## src/rtl/mbox_pkg.sv

```systemverilog
package mbox_pkg;
  // Data byte lane inside the 32-bit data word
  localparam int unsigned BYTE_LSB = 8;
  // Word indices inside the register window
  localparam int unsigned IDX_INTR = 0;
  localparam int unsigned IDX_DATA = 1;
  localparam int unsigned IDX_STAT = 2;
  // Condition bit positions, shared by status, request and mask fields
  localparam int unsigned C_TXE  = 0;
  localparam int unsigned C_TXNF = 1;
  localparam int unsigned C_RXNE = 2;
  localparam int unsigned C_RXO  = 3;
  localparam int unsigned NCOND  = 4;
endpackage

```

## src/rtl/mbox_fifo.sv

```systemverilog
module mbox_fifo #(
  parameter int unsigned W  = 8,
  parameter int unsigned AW = 2
) (
  input  logic         clk,
  input  logic         rst_n,
  input  logic         push,
  input  logic [W-1:0] din,
  input  logic         pop,
  output logic [W-1:0] dout,
  output logic         empty,
  output logic         full
);
  localparam int unsigned DEPTH = 1 << AW;
  localparam logic [AW:0] FULL_CNT = DEPTH[AW:0];

  logic [W-1:0]  mem_q [DEPTH];
  logic [AW-1:0] wr_q, wr_d, rd_q, rd_d;
  logic [AW:0]   cnt_q, cnt_d;
  logic          do_push, do_pop;

  assign empty = (cnt_q == '0);
  assign full  = (cnt_q == FULL_CNT);
  assign dout  = mem_q[rd_q];

  always_comb begin
    do_pop  = pop && !empty;
    do_push = push && (!full || do_pop);
    wr_d    = do_push ? wr_q + 1'b1 : wr_q;
    rd_d    = do_pop  ? rd_q + 1'b1 : rd_q;
    case ({do_push, do_pop})
      2'b10:   cnt_d = cnt_q + 1'b1;
      2'b01:   cnt_d = cnt_q - 1'b1;
      default: cnt_d = cnt_q;
    endcase
  end

  always_ff @(posedge clk or negedge rst_n) begin
    if (!rst_n) begin
      wr_q  <= '0;
      rd_q  <= '0;
      cnt_q <= '0;
    end else begin
      wr_q  <= wr_d;
      rd_q  <= rd_d;
      cnt_q <= cnt_d;
    end
  end

  always_ff @(posedge clk) begin
    if (do_push) mem_q[wr_q] <= din;
  end
endmodule

```

## src/rtl/mbox_irq.sv

```systemverilog
module mbox_irq #(
  parameter int unsigned N = 4
) (
  input  logic         clk,
  input  logic         rst_n,
  input  logic [N-1:0] cond,
  input  logic [N-1:0] mask,
  output logic [N-1:0] pend,
  output logic         irq
);
  logic irq_d;

  for (genvar i = 0; i < N; i++) begin : g_pend
    assign pend[i] = cond[i] & mask[i];
  end

  assign irq_d = |pend;

  always_ff @(posedge clk or negedge rst_n) begin
    if (!rst_n) irq <= 1'b0;
    else        irq <= irq_d;
  end
endmodule

```

## src/rtl/hostlink_mbox.sv

```systemverilog
module hostlink_mbox
  import mbox_pkg::*;
#(
  parameter int unsigned ADDR_W = 5,
  parameter int unsigned TX_AW  = 2,
  parameter int unsigned RX_AW  = 2
) (
  input  logic              clk,
  input  logic              rst_n,
  input  logic              bus_sel,
  input  logic              bus_we,
  input  logic [ADDR_W-1:0] bus_addr,
  input  logic [31:0]       bus_wdata,
  output logic [31:0]       bus_rdata,
  output logic              tx_out_valid,
  input  logic              tx_out_ready,
  output logic [7:0]        tx_out_data,
  input  logic              rx_in_valid,
  output logic              rx_in_ready,
  input  logic [7:0]        rx_in_data,
  output logic              irq
);
  localparam int unsigned IDXW = ADDR_W - 2;

  logic [IDXW-1:0]  idx;
  logic             hit_intr, hit_data, hit_stat;
  logic             tx_push, tx_empty, tx_full;
  logic             rx_pop, rx_empty, rx_full, rx_pop_eff, rx_drop;
  logic [7:0]       rx_dout;
  logic [NCOND-1:0] mask_q, mask_d, cond_vec, pend;
  logic             ovf_q, ovf_d, ovf_clr;

  assign idx      = bus_addr[ADDR_W-1:2];
  assign hit_intr = bus_sel && (idx == IDXW'(IDX_INTR));
  assign hit_data = bus_sel && (idx == IDXW'(IDX_DATA));
  assign hit_stat = bus_sel && (idx == IDXW'(IDX_STAT));

  assign tx_push    = hit_data && bus_we;
  assign rx_pop     = hit_data && !bus_we;
  assign rx_pop_eff = rx_pop && !rx_empty;
  assign rx_drop    = rx_in_valid && rx_full && !rx_pop_eff;
  assign ovf_clr    = hit_stat && bus_we && bus_wdata[C_RXO];

  mbox_fifo #(.W(8), .AW(TX_AW)) u_txq (
    .clk(clk), .rst_n(rst_n),
    .push(tx_push), .din(bus_wdata[BYTE_LSB +: 8]),
    .pop(tx_out_ready), .dout(tx_out_data),
    .empty(tx_empty), .full(tx_full)
  );

  mbox_fifo #(.W(8), .AW(RX_AW)) u_rxq (
    .clk(clk), .rst_n(rst_n),
    .push(rx_in_valid), .din(rx_in_data),
    .pop(rx_pop), .dout(rx_dout),
    .empty(rx_empty), .full(rx_full)
  );

  assign tx_out_valid = !tx_empty;
  assign rx_in_ready  = !rx_full;

  always_comb begin
    cond_vec         = '0;
    cond_vec[C_TXE]  = tx_empty;
    cond_vec[C_TXNF] = !tx_full;
    cond_vec[C_RXNE] = !rx_empty;
    cond_vec[C_RXO]  = ovf_q;
  end

  always_comb begin
    mask_d = (hit_intr && bus_we) ? bus_wdata[2*NCOND-1:NCOND] : mask_q;
    if (rx_drop)      ovf_d = 1'b1;
    else if (ovf_clr) ovf_d = 1'b0;
    else              ovf_d = ovf_q;
  end

  always_ff @(posedge clk or negedge rst_n) begin
    if (!rst_n) begin
      mask_q <= '0;
      ovf_q  <= 1'b0;
    end else begin
      mask_q <= mask_d;
      ovf_q  <= ovf_d;
    end
  end

  mbox_irq #(.N(NCOND)) u_irq (
    .clk(clk), .rst_n(rst_n),
    .cond(cond_vec), .mask(mask_q),
    .pend(pend), .irq(irq)
  );

  always_comb begin
    bus_rdata = '0;
    if (bus_sel && !bus_we) begin
      if (hit_intr)                  bus_rdata[2*NCOND-1:0]     = {mask_q, pend};
      else if (hit_data && !rx_empty) bus_rdata[BYTE_LSB +: 8] = rx_dout;
      else if (hit_stat)             bus_rdata[NCOND-1:0]       = cond_vec;
    end
  end
endmodule

```

## config.mk

```make
export PLATFORM = sky130hd
export DESIGN_NAME = hostlink_mbox
export DESIGN_NICKNAME = d
export VERILOG_FILES = /design/src/rtl/mbox_pkg.sv /design/src/rtl/mbox_fifo.sv /design/src/rtl/mbox_irq.sv /design/src/rtl/hostlink_mbox.sv
export SDC_FILE = /design/constraint.sdc
export NUM_CORES = 1
export LEC_CHECK = 0
export BUFFER_PORTS_ARGS = -buffer_cell sky130_fd_sc_hd__buf_2
export CORE_MARGIN = 5
export CORE_UTILIZATION = 44
export DETAILED_ROUTE_END_ITERATION = 16
export MAX_ROUTING_LAYER = met4
export PLACE_DENSITY = 0.68
export SETUP_SLACK_MARGIN = 0.15
export SYNTH_ARGS = -nofsm -noshare
export SYNTH_HDL_FRONTEND = slang
export SYNTH_SLANG_ARGS = --single-unit
```

## constraint.sdc

```tcl
create_clock -name clk -period 2.64 [get_ports clk]
set_input_delay 0.396 -clock clk [delete_from_list [all_inputs] [get_ports clk]]
set_output_delay 0.396 -clock clk [all_outputs]
set_load 0.02 [all_outputs]
```

==> impl_metrics.yaml, run 1 <==
timing:
  fmax_mhz: 442
  rsz0062_at_grt: "false"
  worst_slew_pin_slew_ns: 0.615
  fin_skew_ns: 0.0143
  maxSlewHeadroom: 0.590
  layout_min_cycle_time_ns: 2.26
  maxSlewViolCount: 0
  finalHoldViolCount: 0
  timing.final.ws_setup_ns: 0.377
  tns_ns: 0
  setup_viol: 0
  period_share: 0.857
  holdWs_ns: 0.270
setup_path:
  crit_path_start_kind: "flop"
  critPathCaptureType: "output port"
  cp-startpoint: "u_rxq.rd_q[0]$_DFFE_PN0P_"
  path_buf_inv: 2
  slowest_delay_ns: 0.50
  r2r-start: "u_rxq.cnt_q[1]$_DFFE_PN0P_"
  worst-path-max-fanout: 6
  crit_slowest_cell: "mux4_2"
  crit_type: "reg -> out"
  worst_ep_arrival_time_ns: 1.87
  cp_top_family: "multiplexers"
  critPathRequiredTime_ns: 2.24
  path_cells: "buf_4 > mux4_2 > and2_1 > buf_2"
logic_synthesis:
  synth_top_area_cell: "edfxtp_1"
  yosysTopAreaCellShare: 0.507
  synth_cell_type_count: 42
  synth_edf_count: 64
  async_reset_ff_frac: 0.238
  ys_top_cells_by_count: "64 x edfxtp_1, 20 x dfrtp_1, 17 x inv_1"
  synth_most_common_cell: "edfxtp_1"
  ys_ff_latch: 84
  seq_area_frac_synth: 0.639
  synth_ff_type: "edfxtp_1"
  syn_area_per_cell_sq_um: 15.9
  synthTopCellsByArea: "edfxtp_1 51%, dfrtp_1 13%, mux4_2 9.5%, buf_4 3.2%, ha_1 3.0%"
  syn_inst: 239
  syn-cell-area_sq_mm: 0.00379
  yosysWarnings: 0
run:
  drv_cap: 0
cells_and_area:
  layout.cells.non_filler: 412
  nets: 364
  areaGrowthSynthToFinish_pct: 13.8
  diodes: 0
  drive_gt1_frac: 0.326
run_status:
  status: "complete, no violations"
power:
  power_density_mw_per_mm2: 901
  leakagePower_nw: 1.71
  vdd_drop_max_v: 0.000369
routing:
  wl_per_cell_um: 15.5
  finalWirelength_um: 6370
  ant_nets: 0
  drt-pass1-iter-count: 4
  via_per_inst: 4.97
  drc: 0
  vias: 2048
  drtIter0Drc: 59
place:
  pre_cts_ws_ns: 0.315
  dpl.cell_count: 395
  finalWeightedCongestion: 0.780
  hpwlAfterDp_um: 4560
  port_buffers: 56
clocking:
  cts_sinks: 84
  insertion_delay_ns: 0.34
  cts_root_buf: "clkbuf_8"
  cts_made_buffers: 9
  post_cts_resized: 0
  clockBufferDepth: 2
  h-tree-depth: 3
  clkTransAtPathRegs_ns: 0.08
  cts_tree: "built"
global_routing:
  grt_max_degree: 21
  grt.total_usage: 0.132
  grt-ovfl-total: 0
  grt_pass1_wl_um: 10100
  antenna_found_initial: 0
  grt_pass1_vias: 2090
floorplan:
  design.die.area_sq_mm: 0.0106
  chipWidth_um: 103
  rows: 33
  die_y_um: 103
  start_util: 0.457
  core-area_sq_mm: 0.00830
  ios: 94
worst_hold_path:
  hp-start: "bus_wdata[14]"
  min_path_type: "in -> reg"
cells in the final DEF (no fill, tap or decap), drive strengths merged, types with 2 or more instances in the layout:
master / synthesis / final
mux4: 16 / 16
xor2: 5 / 5
and2: 14 / 14
a21oi: 4 / 4
xnor2: 6 / 6
dfrtp: 20 / 20
nor2: 5 / 5
and3: 4 / 4
inv: 17 / 18
clkbuf: 0 / 11
edfxtp: 64 / 64
ha: 9 / 9
conb: 1 / 16
nor3: 5 / 5
nand2: 12 / 12
nand3: 5 / 5
clkinv: 0 / 3
mux2: 4 / 4
buf: 22 / 58
o21ai: 6 / 6
fa: 2 / 2
per-layer routing:
layer	global-route usage	part of all wire	vias to the layer above	routed length, um
li1	-	-	975	-
met1	0.164	0.45	1013	2840
met2	0.213	0.48	52	3080
met3	0.0352	0.057	8	364
met4	0.0418	0.014	0	89
met5	-	0	-	0
final timing paths:
check                                         endpoint  slack [ns]  cells after the start
max                                      bus_rdata[15]        0.38                      4
min                        u_txq.mem_q[0][6]$_DFFE_PP_        0.27                      1
max reg2reg                 u_rxq.cnt_q[2]$_DFFE_PN0P_        0.51                     10
min reg2reg                 u_rxq.cnt_q[0]$_DFFE_PN0P_        0.53                      1
max in group asynchronous   u_rxq.cnt_q[0]$_DFFE_PN0P_        1.77                      2
min in group asynchronous    u_txq.rd_q[0]$_DFFE_PN0P_        0.54                      2
power breakdown:
group | total (W) | internal [W] | switching (W)
Clock | 0.000858 | 0.000434 | 0.000424
Combinational | 0.00111 | 0.000536 | 0.000573
Sequential | 0.00191 | 0.00167 | 0.000240
area by class of cell:
type / instances / area [sq um]
clock buffers: 11 / 131
clock inverters: 5 / 51.3
fillers: 690 / 3990
inverters: 17 / 63.8
multi-input cells: 131 / 1200
flip-flops and latches: 84 / 2420
well taps: 105 / 131
repair buffers: 59 / 305
sequential cells by signal, indices dropped and copies added, names as in the netlist:
register and count:
u_txq.rd_q 2, u_rxq.mem_q 32, u_txq.wr_q 2, u_rxq.rd_q 2
ovf_q 1, u_txq.cnt_q 3, mask_q 4, u_rxq.wr_q 2
u_txq.mem_q 32, u_rxq.cnt_q 3, u_irq.irq 1
per-stage QoR:
| stage | utilization | area [sq um] | total power, W |
|---|---|---|---|
| 2_1_floorplan | - | 3840 | 0.00277 |
| 3_3_place_gp | 0.496 | 4120 | 0.00304 |
| 3_5_place_dp | 0.496 | 4120 | 0.00308 |
| 4_1_cts | 0.519 | 4310 | 0.00394 |
| 5_1_grt | 0.519 | 4310 | 0.00414 |
| 6_report | 0.519 | 4310 | 0.00388 |
cell families (layout without fill, tap and decap cells):
group                      Yosys count  count (layout)  synth area share
DFF                                 84              84             0.639
buffers and inverters               39              92            0.0575
adders and majority gates           11              11            0.0403
and+or+nand+nor                     51              51            0.0822
muxes                               20              20             0.107
other                                1              16          0.000990
AOI/OAI and AO/OA                   22              22            0.0472
xor gates and xnor gates            11              11            0.0254
what timing repair did:
| action | 4_1_cts | 5_1_grt |
|---|---|---|
| hold buffers | 1 | 0 |
| endpoints found under the setup margin | 0 | 0 |
| hold endpoints to repair | 11 | 0 |
| buffers inserted | 0 | 0 |
(Power assumes the default switching activity.)
==> inputs of run 2 (changes only) <==
--- a/config.mk
+++ b/config.mk
@@ -10,7 +10,8 @@
 export CORE_UTILIZATION = 44
 export DETAILED_ROUTE_END_ITERATION = 16
 export MAX_ROUTING_LAYER = met4
-export PLACE_DENSITY = 0.68
+export PLACE_DENSITY = 0.71
+export REMOVE_ABC_BUFFERS = 1
 export SETUP_SLACK_MARGIN = 0.15
 export SYNTH_ARGS = -nofsm -noshare
 export SYNTH_HDL_FRONTEND = slang
==> constraint.sdc (replaced) <==
create_clock -name clk -period 1.85 [get_ports clk]
set_input_delay 0.2775 -clock clk [delete_from_list [all_inputs] [get_ports clk]]
set_output_delay 0.2775 -clock clk [all_outputs]
set_load 0.02 [all_outputs]
==> impl_metrics.yaml, run 2 (synthesis results as in run 1) <==
floorplan:
  rows: 33
  start_util: 0.457
  die_y_um: 103
  core-area_sq_mm: 0.00830
  design.die.area_sq_mm: 0.0106
  ios: 94
  chipWidth_um: 103
timing:
  fmax_mhz: 510
  timing.final.ws_setup_ns: -0.112
  setup_viol: 9
  finalHoldViolCount: 0
  fin_skew_ns: 0.0166
  rsz0062_at_grt: "true"
  holdWs_ns: 0.130
  maxSlewViolCount: 0
  period_share: 1.06
  layout_min_cycle_time_ns: 1.96
global_routing:
  antenna_found_initial: 0
  grt.total_usage: 0.150
  grt_pass1_wl_um: 11600
  grt-ovfl-total: 0
  grt_max_degree: 21
  grt_pass1_vias: 2326
routing:
  drc: 0
  vias: 2242
  via_per_inst: 4.97
  ant_nets: 0
  drt-pass1-iter-count: 6
  drtIter0Drc: 102
  wl_per_cell_um: 16.5
  finalWirelength_um: 7430
setup_path:
  crit_slowest_cell: "mux4_2"
  worst-path-max-fanout: 5
  critPathRequiredTime_ns: 1.57
  crit_type: "reg -> out"
  cp-startpoint: "u_rxq.rd_q[0]$_DFFE_PN0P_"
  r2r-start: "u_rxq.cnt_q[1]$_DFFE_PN0P_"
  worst_ep_arrival_time_ns: 1.68
  critPathCaptureType: "output port"
  slowest_delay_ns: 0.51
  crit_path_start_kind: "flop"
  path_cells: "buf_12 > mux4_2 > and2_4 > buf_6"
cells_and_area:
  multi_input_area_sq_mm: 0.00131
  layout.cells.non_filler: 451
  final_common_cell: "edfxtp_1"
  areaGrowthSynthToFinish_pct: 32.5
  largestRegisters: "u_rxq.mem_q (32), u_txq.mem_q (32), mask_q (4)"
  nets: 403
  final_cell_area_sq_mm: 0.00502
  fillers: 626
  final_cell_mix: "64 x edfxtp_1, 36 x buf_2, 28 x buf_4"
  diodes: 0
  drive_gt1_frac: 0.491
  regArea_sq_mm: 0.00242
power:
  leakagePower_nw: 2.02
  p_clk_frac: 0.220
  power_frac_comb: 0.384
  swShare: 0.313
  power_density_mw_per_mm2: 1340
  p_total_w: 0.00674
  vdd_drop_max_v: 0.000658
  p_sw_w: 0.00211
  internal_power_w: 0.00463
  p_seq_frac: 0.396
place:
  hpwlAfterDp_um: 4950
  dpl-instance-area_sq_mm: 0.00446
  finalWeightedCongestion: 0.816
  dpl.cell_count: 425
  pre_cts_ws_ns: -0.242
  port_buffers: 56
clocking:
  cts_tree: "built"
  h-tree-depth: 3
  cts_sinks: 84
  insertion_delay_ns: 0.36
  cts_root_buf: "clkbuf_8"
  clkTransAtPathRegs_ns: 0.10
  cts_made_buffers: 9
  clockBufferDepth: 2
worst_hold_path:
  min_path_type: "in -> reg"
  hp-start: "bus_wdata[9]"
run_status:
  status: "finished with violations"
  violations: "setup timing"
run:
  drv_cap: 0
run 2: cell count changes in the layout (fill, tap and decap cells not counted), moves of 3 or more:
| cell | before | now |
|---|---|---|
| buf_4 | 2 | 28 |
| buf_6 | 0 | 23 |
| buf_2 | 56 | 36 |
| and2_1 | 14 | 1 |
| and2_4 | 0 | 13 |
| buf_12 | 0 | 9 |
| nor3_1 | 5 | 2 |
run 2: per-stage QoR:
step | TNS [ns] | util
2_1_floorplan | -0.595 | -
3_3_place_gp | -0.256 | 0.537
3_5_place_dp | -0.391 | 0.537
4_1_cts | -1.16 | 0.587
5_1_grt | -1.66 | 0.605
6_report | -0.861 | 0.605
run 2: cell type report:
type	instances	share of cell area
Timing Repair Buffer	98	0.172
Clock buffer	9	0.0247
Multi-Input combinational cell	131	0.260
Sequential cell	84	0.483
Clock inverter	7	0.0209
Inverter	17	0.0127
Tap cell	105	0.0262
run 2: worst max-delay path: cells and delay by family (launching register included):
kind                   cells  cell delay (ns)
multiplexers               1             0.51
buffers and inverters      2             0.25
flip-flops                 1             0.42
AND/OR/NAND/NOR            1             0.16
run 2: power groups by stage:
stage	Combinational [W]	Sequential, W	Clock, W
after floorplan	0.00118	0.00271	0
after global placement	0.00206	0.00266	0
after detailed placement	0.00211	0.00268	0
after CTS	0.00245	0.00265	0.00151
after global routing	0.00280	0.00271	0.00161
final	0.00259	0.00267	0.00149
run 2: repair_timing:
action,CTS,global route
buffers inserted,6,2
resized for setup,40,36
endpoints found under the hold margin,20,0
setup endpoints to repair,29,54
pin swaps,12,20
hold buffers,1,0
cloned,0,1
run 2: worst paths after layout:
path / end / cells after the start / slack, ns
setup / recovery: bus_rdata[14] / 4 / -0.11
hold / removal: u_txq.mem_q[3][1]$_DFFE_PP_ / 1 / 0.13
setup reg to reg: u_rxq.cnt_q[2]$_DFFE_PN0P_ / 10 / -0.03
hold reg to reg: mask_q[0]$_DFFE_PN0P_ / 1 / 0.56
max in group asynchronous: u_rxq.rd_q[0]$_DFFE_PN0P_ / 2 / 1.08
min in group asynchronous: u_irq.irq$_DFF_PN0_ / 2 / 0.40
run 2: layer usage:
metal | GRT usage | wire length (um) | share of wire
met5 | - | 0 | 0
met4 | 0.0568 | 104 | 0.014
met3 | 0.0196 | 316 | 0.043
met2 | 0.262 | 4040 | 0.54
met1 | 0.178 | 2970 | 0.40
==> inputs of run 3 (changes only) <==
--- a/config.mk
+++ b/config.mk
@@ -6,11 +6,13 @@
 export NUM_CORES = 1
 export LEC_CHECK = 0
 export BUFFER_PORTS_ARGS = -buffer_cell sky130_fd_sc_hd__buf_2
+export CELL_PAD_IN_SITES_DETAIL_PLACEMENT = 2
+export CELL_PAD_IN_SITES_GLOBAL_PLACEMENT = 2
 export CORE_MARGIN = 5
-export CORE_UTILIZATION = 44
+export CORE_UTILIZATION = 33
 export DETAILED_ROUTE_END_ITERATION = 16
 export MAX_ROUTING_LAYER = met4
-export PLACE_DENSITY = 0.71
+export PLACE_DENSITY_LB_ADDON = 0.1
 export REMOVE_ABC_BUFFERS = 1
 export SETUP_SLACK_MARGIN = 0.15
 export SYNTH_ARGS = -nofsm -noshare
==> impl_metrics.yaml, run 3 (synthesis results as in run 1) <==
timing:
  maxSlewHeadroom: 0.661
  maxSlewViolCount: 0
  timing.final.ws_setup_ns: -0.102
  rsz0062_at_grt: "true"
  layout_min_cycle_time_ns: 1.95
  fmax_mhz: 512
  worst_slew_pin_slew_ns: 0.508
  setup_viol: 10
  period_share: 1.06
  holdWs_ns: 0.164
  fin_skew_ns: 0.00506
  finalHoldViolCount: 0
global_routing:
  grt_pass1_wl_um: 14400
  antenna_found_initial: 0
  grt.total_usage: 0.145
  grt_max_degree: 21
  grt-ovfl-total: 0
  grt_pass1_vias: 2743
cells_and_area:
  areaGrowthSynthToFinish_pct: 40.8
  largestRegisters: "u_rxq.mem_q (32), u_txq.mem_q (32), mask_q (4)"
  drive_gt1_frac: 0.528
  fillers: 1104
  final_common_cell: "edfxtp_1"
  final_cell_mix: "64 x edfxtp_1, 36 x buf_2, 32 x buf_6"
  regArea_sq_mm: 0.00243
  nets: 415
  diodes: 0
  multi_input_area_sq_mm: 0.00133
power:
  vdd_drop_max_v: 0.000534
  power_density_mw_per_mm2: 1420
  leakagePower_nw: 2.14
run:
  drv_cap: 0
place:
  finalWeightedCongestion: 0.737
  hpwlAfterDp_um: 6450
  pre_cts_ws_ns: -0.214
  port_buffers: 56
clocking:
  clockBufferDepth: 2
  h-tree-depth: 3
  cts_tree: "built"
  cts_made_buffers: 9
  cts_root_buf: "clkbuf_16"
  cts_sinks: 84
  clkTransAtPathRegs_ns: 0.06
  insertion_delay_ns: 0.33
floorplan:
  core-area_sq_mm: 0.0113
  die_y_um: 117
  chipWidth_um: 117
  rows: 39
  ios: 94
  design.die.area_sq_mm: 0.0137
  start_util: 0.335
run_status:
  status: "finished with violations"
  violations: "setup timing"
routing:
  finalWirelength_um: 9140
  ant_nets: 0
  drtIter0Drc: 85
  drc: 0
  via_per_inst: 4.68
  vias: 2347
  drt-pass1-iter-count: 4
  wl_per_cell_um: 18.2
setup_path:
  critPathCaptureType: "output port"
  worst-path-max-fanout: 4
  reg2reg_depth: 10
  critPathRequiredTime_ns: 1.57
  crit_path_start_kind: "flop"
  crit_type: "reg -> out"
  worst_ep_arrival_time_ns: 1.67
worst_hold_path:
  min_path_type: "in -> reg"
  holdPathStages: 1
## run 3: power by group
part           internal (W)  switching (W)  leakage, nW
clock               0.00132       0.000722        0.167
sequential          0.00240       0.000304        0.814
combinational       0.00158        0.00123         1.16
## run 3: layout make-up
cell class | count | share of cell area
multi-input cells | 131 | 0.249
clock inverters | 6 | 0.0211
flip-flops and latches | 84 | 0.455
repair buffers | 110 | 0.185
inverters | 17 | 0.0124
well taps | 143 | 0.0336
clock buffers | 10 | 0.0429
## run 3: routing by layer
layer | vias to the layer above | wire, um | track usage
li1 | 1087 | - | -
met3 | 13 | 407 | 0.0257
met1 | 1182 | 3780 | 0.170
met2 | 65 | 4810 | 0.249
met4 | 0 | 147 | 0.0535
met5 | - | 0 | -
## run 3: per-stage QoR
step	total power [W]	area (sq um)	setup TNS (ns)	instances	utilization
after floorplan	0.00390	3690	-0.595	232	-
after global placement	0.00478	4530	-0.313	466	0.400
after detailed placement	0.00487	4530	-0.436	466	0.400
after CTS	0.00742	5130	-0.978	494	0.453
after global routing	0.00799	5330	-1.64	501	0.471
final	0.00756	5330	-0.792	501	0.471
## run 3: critical path: stages, from the launching register on
cell,delay (ns)
dfrtp_2,0.42
clkbuf_16,0.16
mux4_2,0.49
and2_4,0.15
buf_6,0.12
## run 3: final timing paths
kind	to	from	slack (ns)
max	bus_rdata[8]	u_rxq.rd_q[0]$_DFFE_PN0P_	-0.10
min	u_rxq.mem_q[0][0]$_DFFE_PP_	rx_in_data[0]	0.16
max reg2reg	u_rxq.cnt_q[2]$_DFFE_PN0P_	u_rxq.cnt_q[0]$_DFFE_PN0P_	-0.04
min reg2reg	mask_q[1]$_DFFE_PN0P_	mask_q[1]$_DFFE_PN0P_	0.55
max in group asynchronous	u_txq.rd_q[0]$_DFFE_PN0P_	rst_n	1.03
min in group asynchronous	mask_q[3]$_DFFE_PN0P_	rst_n	0.44
## run 3: timing repair
item	4_1_cts	5_1_grt
setup buffers	11	6
hold buffers	1	0
cloned	0	1
endpoints found under the setup margin	60	86
hold endpoints to repair	20	0
pin swaps	11	19
gates resized for setup	50	44
